===== src/rtl/fan_pwm_pkg.sv =====
package fan_pwm_pkg;
  localparam int CTRL_W_DEF   = 8;
  localparam int CAR_LO_DEF   = 51;   // 0.5 of 2.5 full scale
  localparam int CAR_HI_DEF   = 235;  // 2.3 of 2.5 full scale
  localparam int SLEEP_TH_DEF = 71;   // below: go to sleep
  localparam int START_TH_DEF = 81;   // above: leave sleep
  localparam int DEAD_DEF     = 1;

  typedef enum logic {
    ST_SLEEP = 1'b0,
    ST_RUN   = 1'b1
  } pwr_state_e;
endpackage


===== src/rtl/fan_pwm_carrier.sv =====
module fan_pwm_carrier #(
  parameter int W  = 8,
  parameter int LO = 51,
  parameter int HI = 235
) (
  input  logic         clk_i,
  input  logic         rst_ni,
  output logic [W-1:0] car_o,
  output logic         floor_o
);
  localparam logic [W-1:0] LO_C = W'(LO);
  localparam logic [W-1:0] HI_C = W'(HI);

  logic [W-1:0] cnt_q;
  logic         up_q;
  logic [W-1:0] cnt_inc, cnt_dec;

  assign cnt_inc = cnt_q + W'(1);
  assign cnt_dec = cnt_q - W'(1);

  always_ff @(posedge clk_i or negedge rst_ni) begin
    if (!rst_ni) begin
      cnt_q <= LO_C;
      up_q  <= 1'b1;
    end else if (up_q) begin
      cnt_q <= cnt_inc;
      if (cnt_inc == HI_C) up_q <= 1'b0;
    end else begin
      cnt_q <= cnt_dec;
      if (cnt_dec == LO_C) up_q <= 1'b1;
    end
  end

  assign car_o   = cnt_q;
  assign floor_o = (cnt_q == LO_C);
endmodule


===== src/rtl/fan_pwm_sleep.sv =====
module fan_pwm_sleep
  import fan_pwm_pkg::*;
#(
  parameter int W        = 8,
  parameter int SLEEP_TH = 71,
  parameter int START_TH = 81
) (
  input  logic         clk_i,
  input  logic         rst_ni,
  input  logic [W-1:0] ctrl_i,
  output logic         run_o
);
  localparam logic [W-1:0] SLP_C = W'(SLEEP_TH);
  localparam logic [W-1:0] STR_C = W'(START_TH);

  pwr_state_e st_q, st_d;

  always_comb begin
    st_d = st_q;
    unique case (st_q)
      ST_SLEEP: if (ctrl_i > STR_C) st_d = ST_RUN;
      ST_RUN:   if (ctrl_i < SLP_C) st_d = ST_SLEEP;
      default:  st_d = ST_SLEEP;
    endcase
  end

  always_ff @(posedge clk_i or negedge rst_ni) begin
    if (!rst_ni) st_q <= ST_SLEEP;
    else         st_q <= st_d;
  end

  assign run_o = (st_q == ST_RUN);
endmodule


===== src/rtl/fan_pwm_dead_chan.sv =====
module fan_pwm_dead_chan #(
  parameter int DEAD = 1
) (
  input  logic clk_i,
  input  logic rst_ni,
  input  logic req_i,
  input  logic peer_on_i,
  input  logic peer_idle_ok_i,
  output logic on_o,
  output logic idle_ok_o
);
  localparam int CW = (DEAD < 1) ? 1 : $clog2(DEAD + 1);
  localparam logic [CW-1:0] DEAD_C = CW'(DEAD);

  logic          on_q, on_d;
  logic [CW-1:0] idle_q;

  // switch on only once the peer has been off long enough
  assign on_d = req_i && !peer_on_i && peer_idle_ok_i;

  always_ff @(posedge clk_i or negedge rst_ni) begin
    if (!rst_ni) begin
      on_q   <= 1'b0;
      idle_q <= DEAD_C;
    end else begin
      on_q <= on_d;
      if (on_d)                 idle_q <= '0;
      else if (idle_q < DEAD_C) idle_q <= idle_q + CW'(1);
    end
  end

  assign on_o      = on_q;
  assign idle_ok_o = (idle_q >= DEAD_C);
endmodule


===== src/rtl/fan_pwm_core.sv =====
module fan_pwm_core
  import fan_pwm_pkg::*;
#(
  parameter int CTRL_W   = CTRL_W_DEF,
  parameter int CAR_LO   = CAR_LO_DEF,
  parameter int CAR_HI   = CAR_HI_DEF,
  parameter int SLEEP_TH = SLEEP_TH_DEF,
  parameter int START_TH = START_TH_DEF,
  parameter int DEAD_CYC = DEAD_DEF
) (
  input  logic              clk_i,
  input  logic              rst_ni,
  input  logic [CTRL_W-1:0] ctrl_i,
  input  logic              therm_fault_i,
  input  logic              cp_ready_i,
  output logic              hs_pwm_o,
  output logic              ls_pwm_o,
  output logic              run_o,
  output logic              period_o
);
  localparam logic [CTRL_W-1:0] HI_C = CTRL_W'(CAR_HI);
  localparam int NCH = 2;  // 0: high side, 1: low side

  logic [CTRL_W-1:0] car;
  logic              run;
  logic              cmp_on;
  logic              drive_en;
  logic [NCH-1:0]    req, on, idle_ok;

  fan_pwm_carrier #(.W(CTRL_W), .LO(CAR_LO), .HI(CAR_HI)) u_car (
    .clk_i  (clk_i),
    .rst_ni (rst_ni),
    .car_o  (car),
    .floor_o(period_o)
  );

  fan_pwm_sleep #(.W(CTRL_W), .SLEEP_TH(SLEEP_TH), .START_TH(START_TH)) u_slp (
    .clk_i (clk_i),
    .rst_ni(rst_ni),
    .ctrl_i(ctrl_i),
    .run_o (run)
  );

  // code at/above ceiling pins full duty
  assign cmp_on   = (ctrl_i >= HI_C) || (ctrl_i > car);
  assign drive_en = run && !therm_fault_i;
  assign req[0]   = drive_en && cp_ready_i && cmp_on;
  assign req[1]   = drive_en && !cmp_on;

  for (genvar g = 0; g < NCH; g++) begin : g_chan
    fan_pwm_dead_chan #(.DEAD(DEAD_CYC)) u_dc (
      .clk_i         (clk_i),
      .rst_ni        (rst_ni),
      .req_i         (req[g]),
      .peer_on_i     (on[NCH-1-g]),
      .peer_idle_ok_i(idle_ok[NCH-1-g]),
      .on_o          (on[g]),
      .idle_ok_o     (idle_ok[g])
    );
  end

  assign hs_pwm_o = on[0];
  assign ls_pwm_o = on[1];
  assign run_o    = run;
endmodule


===== config.mk =====
export PLATFORM = sky130hd
export DESIGN_NAME = fan_pwm_core
export DESIGN_NICKNAME = d
export VERILOG_FILES = /design/src/rtl/fan_pwm_pkg.sv /design/src/rtl/fan_pwm_carrier.sv /design/src/rtl/fan_pwm_sleep.sv /design/src/rtl/fan_pwm_dead_chan.sv /design/src/rtl/fan_pwm_core.sv
export SDC_FILE = /design/constraint.sdc
export NUM_CORES = 1
export LEC_CHECK = 0
export BUFFER_PORTS_ARGS = -buffer_cell sky130_fd_sc_hd__buf_2
export CORE_ASPECT_RATIO = 0.8
export CORE_MARGIN = 3
export CORE_UTILIZATION = 55
export CTS_CLUSTER_DIAMETER = 120
export CTS_CLUSTER_SIZE = 40
export DETAILED_ROUTE_END_ITERATION = 7
export GPL_TIMING_DRIVEN = 0
export PLACE_DENSITY = 0.86
export SYNTH_ARGS = -nofsm -noshare
export SYNTH_HDL_FRONTEND = slang
export SYNTH_SLANG_ARGS = --single-unit

===== constraint.sdc =====
create_clock -name clk_i -period 2.4 [get_ports clk_i]
set_input_delay 0.36 -clock clk_i [delete_from_list [all_inputs] [get_ports clk_i]]
set_output_delay 0.36 -clock clk_i [all_outputs]
set_load 0.05 [all_outputs]

* Word level (Yosys, flattened, before mapping)
Cells that the tools add are included.
** Word-level totals
- Flip-flop bits (word level) :: 14
- Bits in latches :: 0
- Bits in writable memories :: 0
- Bits in read-only memories :: 0
- Bits of input ports :: 12
- Output and inout port bits :: 4
- Logic and storage cells :: 49
- Memories kept :: 0
** Cells by class
- Add/sub/neg operators :: 4
- Multipliers :: 0
- Divide/modulo/power cells :: 0
- Order comparisons :: 8
- Eq/ne operators :: 3
- Shifts and indexed selects :: 0
- Mux-type cells :: 11
- Bitwise gates (word level) :: 1
- Reduce and logical (&&, ||, !) cells :: 15
** Operator list (number)
- 8-bit by 6-bit equality test with 1-bit output (second input constant) :: 2
- 1-bit 2-to-1 mux :: 9
- 8-bit by 1-bit adder with 8-bit output (second input constant) :: 1
- 8-bit equality test (second input constant) :: 1
- 8-bit greater-or-equal comparator (second input constant) :: 1
- 8-bit by 7-bit > comparator with 1-bit output (second input constant) :: 1
- 8-bit > comparator :: 1
- 1-bit logical AND :: 8
- 8-bit by 7-bit less-than comparator with 1-bit output (second input constant) :: 1
- 8-bit 2-to-1 mux :: 1
- 8-bit by 1-bit subtractor with 8-bit output (second input constant) :: 1
- 1-bit logical NOT :: 4
- 2-bit nonzero test :: 2
- 1-bit adder (second input constant) :: 2
- 1-bit greater-or-equal comparator (second input constant) :: 2
- 1-bit less-than comparator (second input constant) :: 2
- 1-bit one-hot mux with 2 select lines :: 1
- 1-bit logical OR :: 1
- 1-bit NOT :: 1

* Logic depth before layout (Yosys ltp)
Gate-level depths: netlist (run 1).
- Depth in word-level cells :: 7
- Depth in mapped cells :: 7

* Modules after synthesis
A second synthesis (run 1) with hierarchy kept.
** Unflattened totals
- Cell total of the unflattened synthesis :: 110
- Area total of the unflattened synthesis :: 1037.2 sq um
** Modules (own cells, without submodules)
- fan_pwm_carrier :: times used 1, cells an instance 59, area an instance 588.1 sq um
- fan_pwm_core :: times used 1, cells an instance 35, area an instance 247.7 sq um
- fan_pwm_dead_chan :: times used 2, cells an instance 4, area an instance 67.6 sq um
- fan_pwm_sleep :: times used 1, cells an instance 8, area an instance 66.3 sq um

* Worst setup path before layout (run 1)
OpenSTA, ideal clock, no wires.
- Path kind :: reg2out
- From :: reg u_car.cnt_q[0] (netlist: u_car.car_o[0])
- To :: out period_o
- Arrival :: 2.371 ns
- Setup slack :: -0.331 ns
- Cell stages (with the launch flop) :: 4
- Buffers on the path :: 0
- Cell sequence :: dfstp_2 ha_1 nand4b_1 nor4_1
** On the way
- Word-level cells in the longest chain between the ends :: 1
** RTL lines
- from (decl) :: line fan_pwm_carrier.sv:14 : logic [W-1:0] cnt_q;
- from (signal assigned) :: line fan_pwm_carrier.sv:26 : cnt_q <= cnt_inc;
- from (signal assigned) :: line fan_pwm_carrier.sv:29 : cnt_q <= cnt_dec;
- 8-bit by 6-bit equality test with 1-bit output :: line fan_pwm_carrier.sv:35 : assign floor_o = (cnt_q == LO_C);
- to (decl) :: line fan_pwm_core.sv:19 : output logic period_o
No other way between the ends.

* Final worst setup path (run 1)
Same ends and word-level chain as after synthesis.

==> results of run 1 <==
-- power groups by stage --
stage | sequential (mW) | clock, mW | combinational [mW]
2_1_floorplan | 0.258 | 0 | 0.0197
3_3_place_gp | 0.248 | 0 | 0.0527
3_5_place_dp | 0.248 | 0 | 0.0556
4_1_cts | 0.244 | 0.175 | 0.0570
5_1_grt | 0.245 | 0.188 | 0.0632
6_report | 0.244 | 0.172 | 0.0567
-- cells in the mapped netlist (4+ instances only) --
cell / number / area, µm²
ha_1: 11 / 137.6
inv_1: 10 / 37.54
a21oi_1: 8 / 40.04
xnor2_1: 8 / 70.07
dfrtp_1: 7 / 175.2
dfstp_2: 7 / 183.9
nand4_1: 6 / 37.54
nand4b_1: 5 / 43.79
nor2b_1: 4 / 25.02
o21ai_0: 4 / 20.02
o31ai_1: 4 / 30.03
-- final cells by class --
| type | count | area [µm²] |
|---|---|---|
| buffer | 3 | 22.52 |
| tap | 22 | 27.53 |
| inverter | 11 | 41.29 |
| timing repair buffer | 16 | 85.08 |
| clock buffer | 4 | 36.28 |
| multi-input combinational | 82 | 633.1 |
| sequential | 14 | 359.1 |
| fill | 138 | 503.0 |
-- routing by layer --
layer  up-vias  track usage [%]  part of all wire (%)
li1        457                -                     -
met2        37            35.85                    47
met1       461            30.58                    46
met5         -                0                     0
met3         5            6.271                   6.1
met4         0            7.960                  0.82
-- metrics by stage --
step | total power, mW | std cells | worst slack, ps
floorplan | 0.2780 | 110 | 244.9
global placement | 0.3007 | 147 | 494.6
detailed placement | 0.3040 | 147 | 437.0
CTS | 0.4767 | 152 | 240.7
global route | 0.4962 | 152 | 118.1
finish | 0.4733 | 152 | 238.3
-- worst max path at each step --
stage,to,cells past startpoint
CTS,period_o,4
detailed placement,g_chan[1].u_dc.on_o,7
finish,period_o,4
global route,period_o,4
global placement,g_chan[1].u_dc.on_o,7
floorplan,period_o,3
-- flip-flops by register name, indices dropped and copies added, names as in the netlist --
name,count
g_chan.u_dc.on_o,2
g_chan.u_dc.idle_q,2
u_car.up_q,1
u_car.car_o,8
u_slp.run_o,1
-- logic make-up after synthesis --
family | Yosys count | share of synthesized area (%)
simple gates | 37 | 23.36
compound gates | 25 | 15.62
buf+inv | 14 | 6.079
flops | 14 | 34.21
fa+ha+maj | 11 | 13.11
xor+xnor | 8 | 6.675
mux | 1 | 0.9536
-- worst max-delay path, delay by kind of cell, from the launching register on --
kind                       cells  cell delay, ps
and+or+nand+nor                2             320
DFF                            1             630
adders and majority gates      1             280
buffers and inverters          1             290
-- timing repair --
item | in CTS | in global routing
hold endpoints to repair | 7 | 0
hold buffers | 1 | 0
gates resized for setup | 0 | 0
==> results.sh, run 1 <==
export IMPL_status="complete, no violations"
export IMPL_setup_tns_ps=0
export IMPL_critPathLaunch="u_car.car_o[0]"
export IMPL_final_common_cell="buf_2"
export IMPL_rsz0062_at_grt="false"
export IMPL_vias=960
export IMPL_synth_enable_flop_cells=0
export IMPL_seqPwrFrac_pct=51.6
export IMPL_antenna_found_initial=0
export IMPL_worstMarginPinSlew_ps=766.2
export IMPL_leakage_nw=0.5068
export IMPL_post_cts_setup_buffers=0
export IMPL_post_route_drc_count=0
export IMPL_clock_latency_ps=280
export IMPL_first_pass_iters=4
export IMPL_drt_iter0_drc=32
export IMPL_grtUsageTotal_pct=23.04
export IMPL_post_route_period_util_pct=90.07
export IMPL_cts_max_path_buffers=2
export IMPL_wl_per_cell_um=15.95
export IMPL_fmax_ghz=0.4626
export IMPL_yosys_register_bits=14
export IMPL_synth_distinct_cells=37
export IMPL_cts_tree="yes"
export IMPL_grt_max_degree=15
export IMPL_start_kind="flip-flop"
export IMPL_whs_endpoint="g_chan[1].u_dc.idle_q"
export IMPL_die_area_um2=2472
export IMPL_swShare_pct=24.82
export IMPL_viasPerCell=6.316
export IMPL_coreArea_um2=1708
export IMPL_globalplace_congestion=0.9879
export IMPL_layout_common_cells="buf_2 (15), ha_1 (11), inv_1 (10), xnor2_1 (8), a21oi_1 (8)"
export IMPL_setup_viol=0
export IMPL_syn_cell_area_um2=1050
export IMPL_crit_arrival_ps=1800
export IMPL_endpoint_kind="primary output"
export IMPL_crit_path_top_delay_cell="dfstp_2"
export IMPL_crit_fanout=8
export IMPL_hold_path_class="primary input to flip-flop"
export IMPL_internal_power_mw=0.3558
export IMPL_grt_pass1_vias=932
export IMPL_required_ps=2040
export IMPL_initial_utilization_pct=61.47
export IMPL_hpwl_um=1863
export IMPL_grt_pass1_wl_um=4077
export IMPL_drive_gt1_share_pct=24.62
export IMPL_portBuffers=15
export IMPL_netSwitchingPower_mw=0.1175
export IMPL_synth_main_ff_cell="dfstp_2"
export IMPL_final_cell_area_um2=1205
export IMPL_cts_buffers=3
export IMPL_power_frac_comb_pct=12.0
export IMPL_area_growth_pct=14.78
export IMPL_powerDensity_nw_per_um2=392.8
export IMPL_drv_cap=0
export IMPL_layout_nets=154
export IMPL_wl_um=2425
export IMPL_cpPeakStageDelay_ps=630
export IMPL_hold_viol_final=0
export IMPL_num_rows=13
export IMPL_yosys_warnings=0
export IMPL_min_path_cells=3
export IMPL_async_reset_ff_share_pct=100.0
export IMPL_crit_reg2reg_launch="u_car.car_o[1]"
export IMPL_die_w_um=54.85
export IMPL_cts_root_buf="clkbuf_4"
export IMPL_cts_sinks=14
export IMPL_cp_cell_sequence="ha_1, nand4b_1, nor4_2, buf_2"
export IMPL_grt_overflow_total=0
export IMPL_critical_path_class="flip-flop to primary output"
export IMPL_detail_route_antenna_nets=0
export IMPL_clkPwrFrac_pct=36.4
export IMPL_reg2reg_depth=7
export IMPL_dpl_instance_area_um2=1159
export IMPL_htree_levels=1
export IMPL_ys_seq_area_share_pct=34.21
export IMPL_whs_ps=303.5
export IMPL_chipHeight_um=45.08
export IMPL_synth_nets=133
export IMPL_path_clk_slew_ps=80
export IMPL_slew_headroom_pct=48.45
export IMPL_hold_path_startpoint="therm_fault_i"
export IMPL_synth_avg_cell_area_um2=9.543
export IMPL_ir_drop_mv=0.3028
export IMPL_report_final_slew_viol_count=0
export IMPL_ios=16
export IMPL_reg2reg_slack_ps=410
export IMPL_antennaDiodeCount=0
export IMPL_finish_utilization_pct=70.55
export IMPL_synthCells=110
export IMPL_rr_endpoint="g_chan[1].u_dc.on_o"
export IMPL_finalClockSkew_ps=1.455
export IMPL_fin_crit_ps=2162
No activity file was read; power rests on OpenSTA's default activity.
==> run 2, diff against run 1 <==
- CORE_ASPECT_RATIO: 0.8 -> not set
==> run 2 against run 1 <==
  * Worst setup slack got worse by 78 ps
  * Register-to-register slack improved by 20 ps
  * Sequential power about the same
  * Wire length increased by 5.0%
  * Combinational power increased by 1%
  * Global-route usage increased by 0.75 points
  * Critical path depth unchanged
  * Sequential share of layout area decreased by 0.092 points
  * Clock skew increased by 3.2 ps
  * Cell count increased by 2.0%
  * Clock power increased by 5%
  * Critical path type unchanged
  * Highest routed layer unchanged
==> results.sh, run 2 (synthesis results as in run 1) <==
export IMPL_cts_sinks=14
export IMPL_slew_headroom_pct=55.00
export IMPL_grt_pass1_vias=931
export IMPL_post_route_period_util_pct=93.33
export IMPL_crit_arrival_ps=1880
export IMPL_num_rows=15
export IMPL_globalplace_congestion=0.8834
export IMPL_critical_path_class="flip-flop to primary output"
export IMPL_dpl_instance_area_um2=1162
export IMPL_cts_buffers=3
export IMPL_post_route_drc_count=0
export IMPL_drive_gt1_share_pct=24.62
export IMPL_chipHeight_um=49.69
export IMPL_largest_reg_flops=8
export IMPL_setup_tns_ps=0
export IMPL_grt_max_degree=15
export IMPL_finalClockSkew_ps=4.683
export IMPL_antenna_found_initial=0
export IMPL_worstMarginPinSlew_ps=668.8
export IMPL_htree_levels=1
export IMPL_setup_viol=0
export IMPL_layout_common_cells="buf_2 (15), ha_1 (11), inv_1 (10), xnor2_1 (8), a21oi_1 (8)"
export IMPL_drv_cap=0
export IMPL_power_mw=0.4824
export IMPL_status="complete, no violations"
export IMPL_required_ps=2040
export IMPL_layout_nets=154
export IMPL_ir_drop_mv=0.3024
export IMPL_detail_route_antenna_nets=0
export IMPL_cts_root_buf="clkbuf_4"
export IMPL_initial_utilization_pct=59.50
export IMPL_hold_viol_final=0
export IMPL_regArea_um2=359.1
export IMPL_portBuffers=15
export IMPL_multi_input_area_um2=633.1
export IMPL_endpoint_kind="primary output"
export IMPL_finish_utilization_pct=68.51
export IMPL_cts_tree="yes"
export IMPL_cts_max_path_buffers=2
export IMPL_fmax_ghz=0.4465
export IMPL_start_kind="flip-flop"
export IMPL_ios=16
export IMPL_clock_latency_ps=300
export IMPL_grt_overflow_total=0
export IMPL_post_cts_setup_buffers=0
export IMPL_drt_iter0_drc=60
export IMPL_final_common_cell="buf_2"
export IMPL_fin_crit_ps=2240
export IMPL_hold_path_class="primary input to flip-flop"
export IMPL_wl_um=2546
export IMPL_reg2reg_slack_ps=430
export IMPL_crit_fanout=8
export IMPL_leakage_nw=0.5068
export IMPL_viasPerCell=6.219
export IMPL_antennaDiodeCount=0
export IMPL_grt_pass1_wl_um=4436
export IMPL_grtUsageTotal_pct=23.79
export IMPL_path_clk_slew_ps=90
export IMPL_report_final_slew_viol_count=0
export IMPL_vias=964
export IMPL_first_pass_iters=6
export IMPL_die_area_um2=2469
export IMPL_rsz0062_at_grt="false"
export IMPL_powerDensity_nw_per_um2=399.1
export IMPL_die_w_um=49.69
export IMPL_fillers=169
export IMPL_hpwl_um=1922
export IMPL_coreArea_um2=1764
export IMPL_area_growth_pct=15.14
export IMPL_final_cell_area_um2=1209
export IMPL_wl_per_cell_um=16.43
## run 2: metrics by stage
stage	hold WS, ps	instances	setup WS [ps]
after floorplan	64.41	110	244.9
after global placement	269.0	150	544.0
after detailed placement	279.6	150	483.8
after CTS	306.4	155	197.9
after global routing	325.1	155	60.47
final	309.2	155	160.1
## run 2: cell type report
| class | instances | share of cell area [%] |
|---|---|---|
| Buffer | 3 | 1.863 |
| Clock buffer | 4 | 3.002 |
| Inverter | 11 | 3.416 |
| Multi-Input combinational cell | 82 | 52.38 |
| Sequential cell | 14 | 29.71 |
| Tap cell | 25 | 2.588 |
| Timing Repair Buffer | 16 | 7.039 |
## run 2: routing by layer
metal  routed length, µm  track usage [%]  part of all wire, %
met5                   0                0                    0
met4                  38            10.60                  1.5
met3                 125            3.927                  4.9
met2                1315            38.11                   52
met1                1067            31.25                   42
## run 2: repair_timing
item                                   in CTS  in global routing
endpoints found under the hold margin       7                  0
hold buffers                                1                  0
setup endpoints to repair                   0                  0
gates resized for setup                     0                  0
## run 2: path summary, 6_finish.rpt
| check | startpoint | endpoint | cells after the start |
|---|---|---|---|
| setup / recovery | u_car.car_o[0] | period_o | 4 |
| hold / removal | therm_fault_i | g_chan[1].u_dc.idle_q | 3 |
| setup reg to reg | u_car.car_o[1] | g_chan[1].u_dc.on_o | 7 |
| hold reg to reg | u_car.car_o[0] | u_car.car_o[0] | 1 |
| max in group asynchronous | rst_ni | u_car.car_o[0] | 2 |
| min in group asynchronous | rst_ni | g_chan[1].u_dc.on_o | 2 |
## run 2: power breakdown
group	internal (mW)	switching (mW)	total, mW	leakage (nW)
clock	0.0927	0.0879	0.181	0.0210
combinational	0.0212	0.0363	0.0574	0.341
sequential	0.242	0.00215	0.244	0.145
total	0.356	0.126	0.482	0.507
## run 2: critical path, cell delays in order, from the launching register on
cell      delay (ps)
dfstp_2          610
ha_1             310
nand4b_1         190
nor4_2           170
buf_2            300
==> run 3, diff against run 2 <==
- CELL_PAD_IN_SITES_DETAIL_PLACEMENT: not set -> 0
- CELL_PAD_IN_SITES_GLOBAL_PLACEMENT: not set -> 1
- CORE_UTILIZATION: 55 -> 42
- PLACE_DENSITY: 0.86 -> 0.85
==> run 3 against run 2 <==
  * Global-route usage decreased by 8.3 points
  * Critical path depth unchanged
  * Non-clock buffer count did not move
  * Sequential share of layout area shrank 0.092 points
  * Critical path type unchanged
  * Largest power group unchanged
==> results.sh, run 3 (synthesis results as in run 1) <==
export IMPL_status="complete, no violations"
export IMPL_drv_cap=0
export IMPL_worstMarginPinSlew_ps=636.2
export IMPL_cts_max_path_buffers=2
export IMPL_fmax_ghz=0.4616
export IMPL_first_pass_iters=4
export IMPL_initial_utilization_pct=45.70
export IMPL_wl_per_cell_um=14.56
export IMPL_whs_ps=289.6
export IMPL_wl_um=2301
export IMPL_vias=934
export IMPL_drive_gt1_share_pct=24.62
export IMPL_coreArea_um2=2297
export IMPL_multi_input_area_um2=633.1
export IMPL_grt_overflow_total=0
export IMPL_report_final_slew_viol_count=0
export IMPL_cp_buffers_inverters=1
export IMPL_detail_route_antenna_nets=0
export IMPL_hold_viol_final=0
export IMPL_cp_num_cells=4
export IMPL_cpPeakStageDelay_ps=610
export IMPL_grt_pass1_wl_um=3822
export IMPL_rr_endpoint="g_chan[1].u_dc.on_o"
export IMPL_htree_levels=1
export IMPL_powerDensity_nw_per_um2=392.9
export IMPL_post_route_period_util_pct=90.26
export IMPL_fin_crit_ps=2166
export IMPL_num_rows=17
export IMPL_crit_arrival_ps=1810
export IMPL_hold_path_class="primary input to flip-flop"
export IMPL_required_ps=2040
export IMPL_cp_cell_sequence="ha_1, nand4b_1, nor4_2, buf_2"
export IMPL_crit_path_top_delay_cell="dfstp_2"
export IMPL_final_common_cell="buf_2"
export IMPL_grtUsageTotal_pct=15.48
export IMPL_critical_path_class="flip-flop to primary output"
export IMPL_hpwl_um=1761
export IMPL_layout_nets=154
export IMPL_crit_reg2reg_launch="u_car.car_o[1]"
export IMPL_ir_drop_mv=0.2074
export IMPL_post_cts_resized=0
export IMPL_cts_root_buf="clkbuf_4"
export IMPL_setup_viol=0
export IMPL_globalplace_congestion=0.8362
export IMPL_endpoint_kind="primary output"
export IMPL_cts_tree="yes"
export IMPL_antenna_found_initial=0
export IMPL_largest_reg_flops=8
export IMPL_layout_common_cells="buf_2 (15), ha_1 (11), inv_1 (10), xnor2_1 (8), a21oi_1 (8)"
export IMPL_reg2reg_slack_ps=450
export IMPL_cp_top_family="flip-flops"
export IMPL_reg2reg_depth=7
export IMPL_cts_buffers=3
export IMPL_chipHeight_um=56.00
export IMPL_start_kind="flip-flop"
export IMPL_path_clk_slew_ps=90
export IMPL_regArea_um2=359.1
export IMPL_fillers=209
export IMPL_critPathLaunch="u_car.car_o[0]"
export IMPL_cts_sinks=14
export IMPL_viasPerCell=5.911
export IMPL_die_area_um2=3135
export IMPL_die_w_um=56.00
export IMPL_grt_max_degree=15
export IMPL_setup_tns_ps=0
export IMPL_cp_endpoint="period_o"
export IMPL_leakage_nw=0.5068
export IMPL_clock_latency_ps=290
export IMPL_finalClockSkew_ps=4.487
export IMPL_drt_iter0_drc=28
export IMPL_crit_fanout=8
export IMPL_area_growth_pct=15.49
export IMPL_ios=16
export IMPL_portBuffers=15
export IMPL_antennaDiodeCount=0
export IMPL_rsz0062_at_grt="false"
export IMPL_grt_pass1_vias=851
export IMPL_slew_headroom_pct=57.20
export IMPL_post_route_drc_count=0
-- run 3: cell counts in the layout (fill, tap and decap cells not counted) --
Identical to the previous run, type by type.
-- run 3: what timing repair did --
| action | 4_1_cts | 5_1_grt |
|---|---|---|
| buffers inserted | 0 | 0 |
| hold buffers | 1 | 0 |
| endpoints found under the hold margin | 7 | 0 |
-- run 3: worst min path at each step --
| stage | start | end | slack (ps) | cells past startpoint |
|---|---|---|---|---|
| floorplan | rst_ni | g_chan[0].u_dc.on_o | 60 | 0 |
| global placement | rst_ni | g_chan[1].u_dc.on_o | 280 | 1 |
| detailed placement | rst_ni | g_chan[1].u_dc.on_o | 280 | 1 |
| CTS | therm_fault_i | g_chan[1].u_dc.idle_q | 280 | 3 |
| global route | therm_fault_i | g_chan[1].u_dc.idle_q | 290 | 3 |
| finish | therm_fault_i | g_chan[1].u_dc.idle_q | 290 | 3 |
-- run 3: cell type report --
| cell class | instances | share of cell area, % |
|---|---|---|
| multi-input cells | 82 | 52.22 |
| repair buffers | 16 | 7.018 |
| inverters | 11 | 3.406 |
| clock buffers | 4 | 2.993 |
| well taps | 28 | 2.890 |
| flip-flops and latches | 14 | 29.62 |
| plain buffers | 3 | 1.858 |
-- run 3: power by group --
group | switching (mW) | internal (mW) | leakage (nW)
registers | 0.00207 | 0.242 | 0.145
clock network | 0.0834 | 0.0924 | 0.0210
logic | 0.0352 | 0.0212 | 0.341
-- run 3: metal layers --
metal  wire length (µm)  track usage, %
met1               1054           20.89
met2               1039           22.70
met5                  0               0
met3                133           3.712
met4                 74           8.136
-- run 3: worst min-delay path, cell delays in order --
cell	delay, ps
buf_2	70
nor2b_1	50
nand4_1	70
-- run 3: stage by stage --
stage                     instance area [µm²]  setup slack, ps  utilization (%)  instances  power [mW]
after floorplan                          1056            244.9                -        110      0.2780
after global placement                   1166            517.4            50.76        153      0.3022
after detailed placement                 1166            472.4            50.76        153      0.3040
after CTS                                1212            237.4            52.78        158      0.4872
after global routing                     1212            109.6            52.78        158      0.5064
final                                    1212            233.8            52.78        158      0.4764
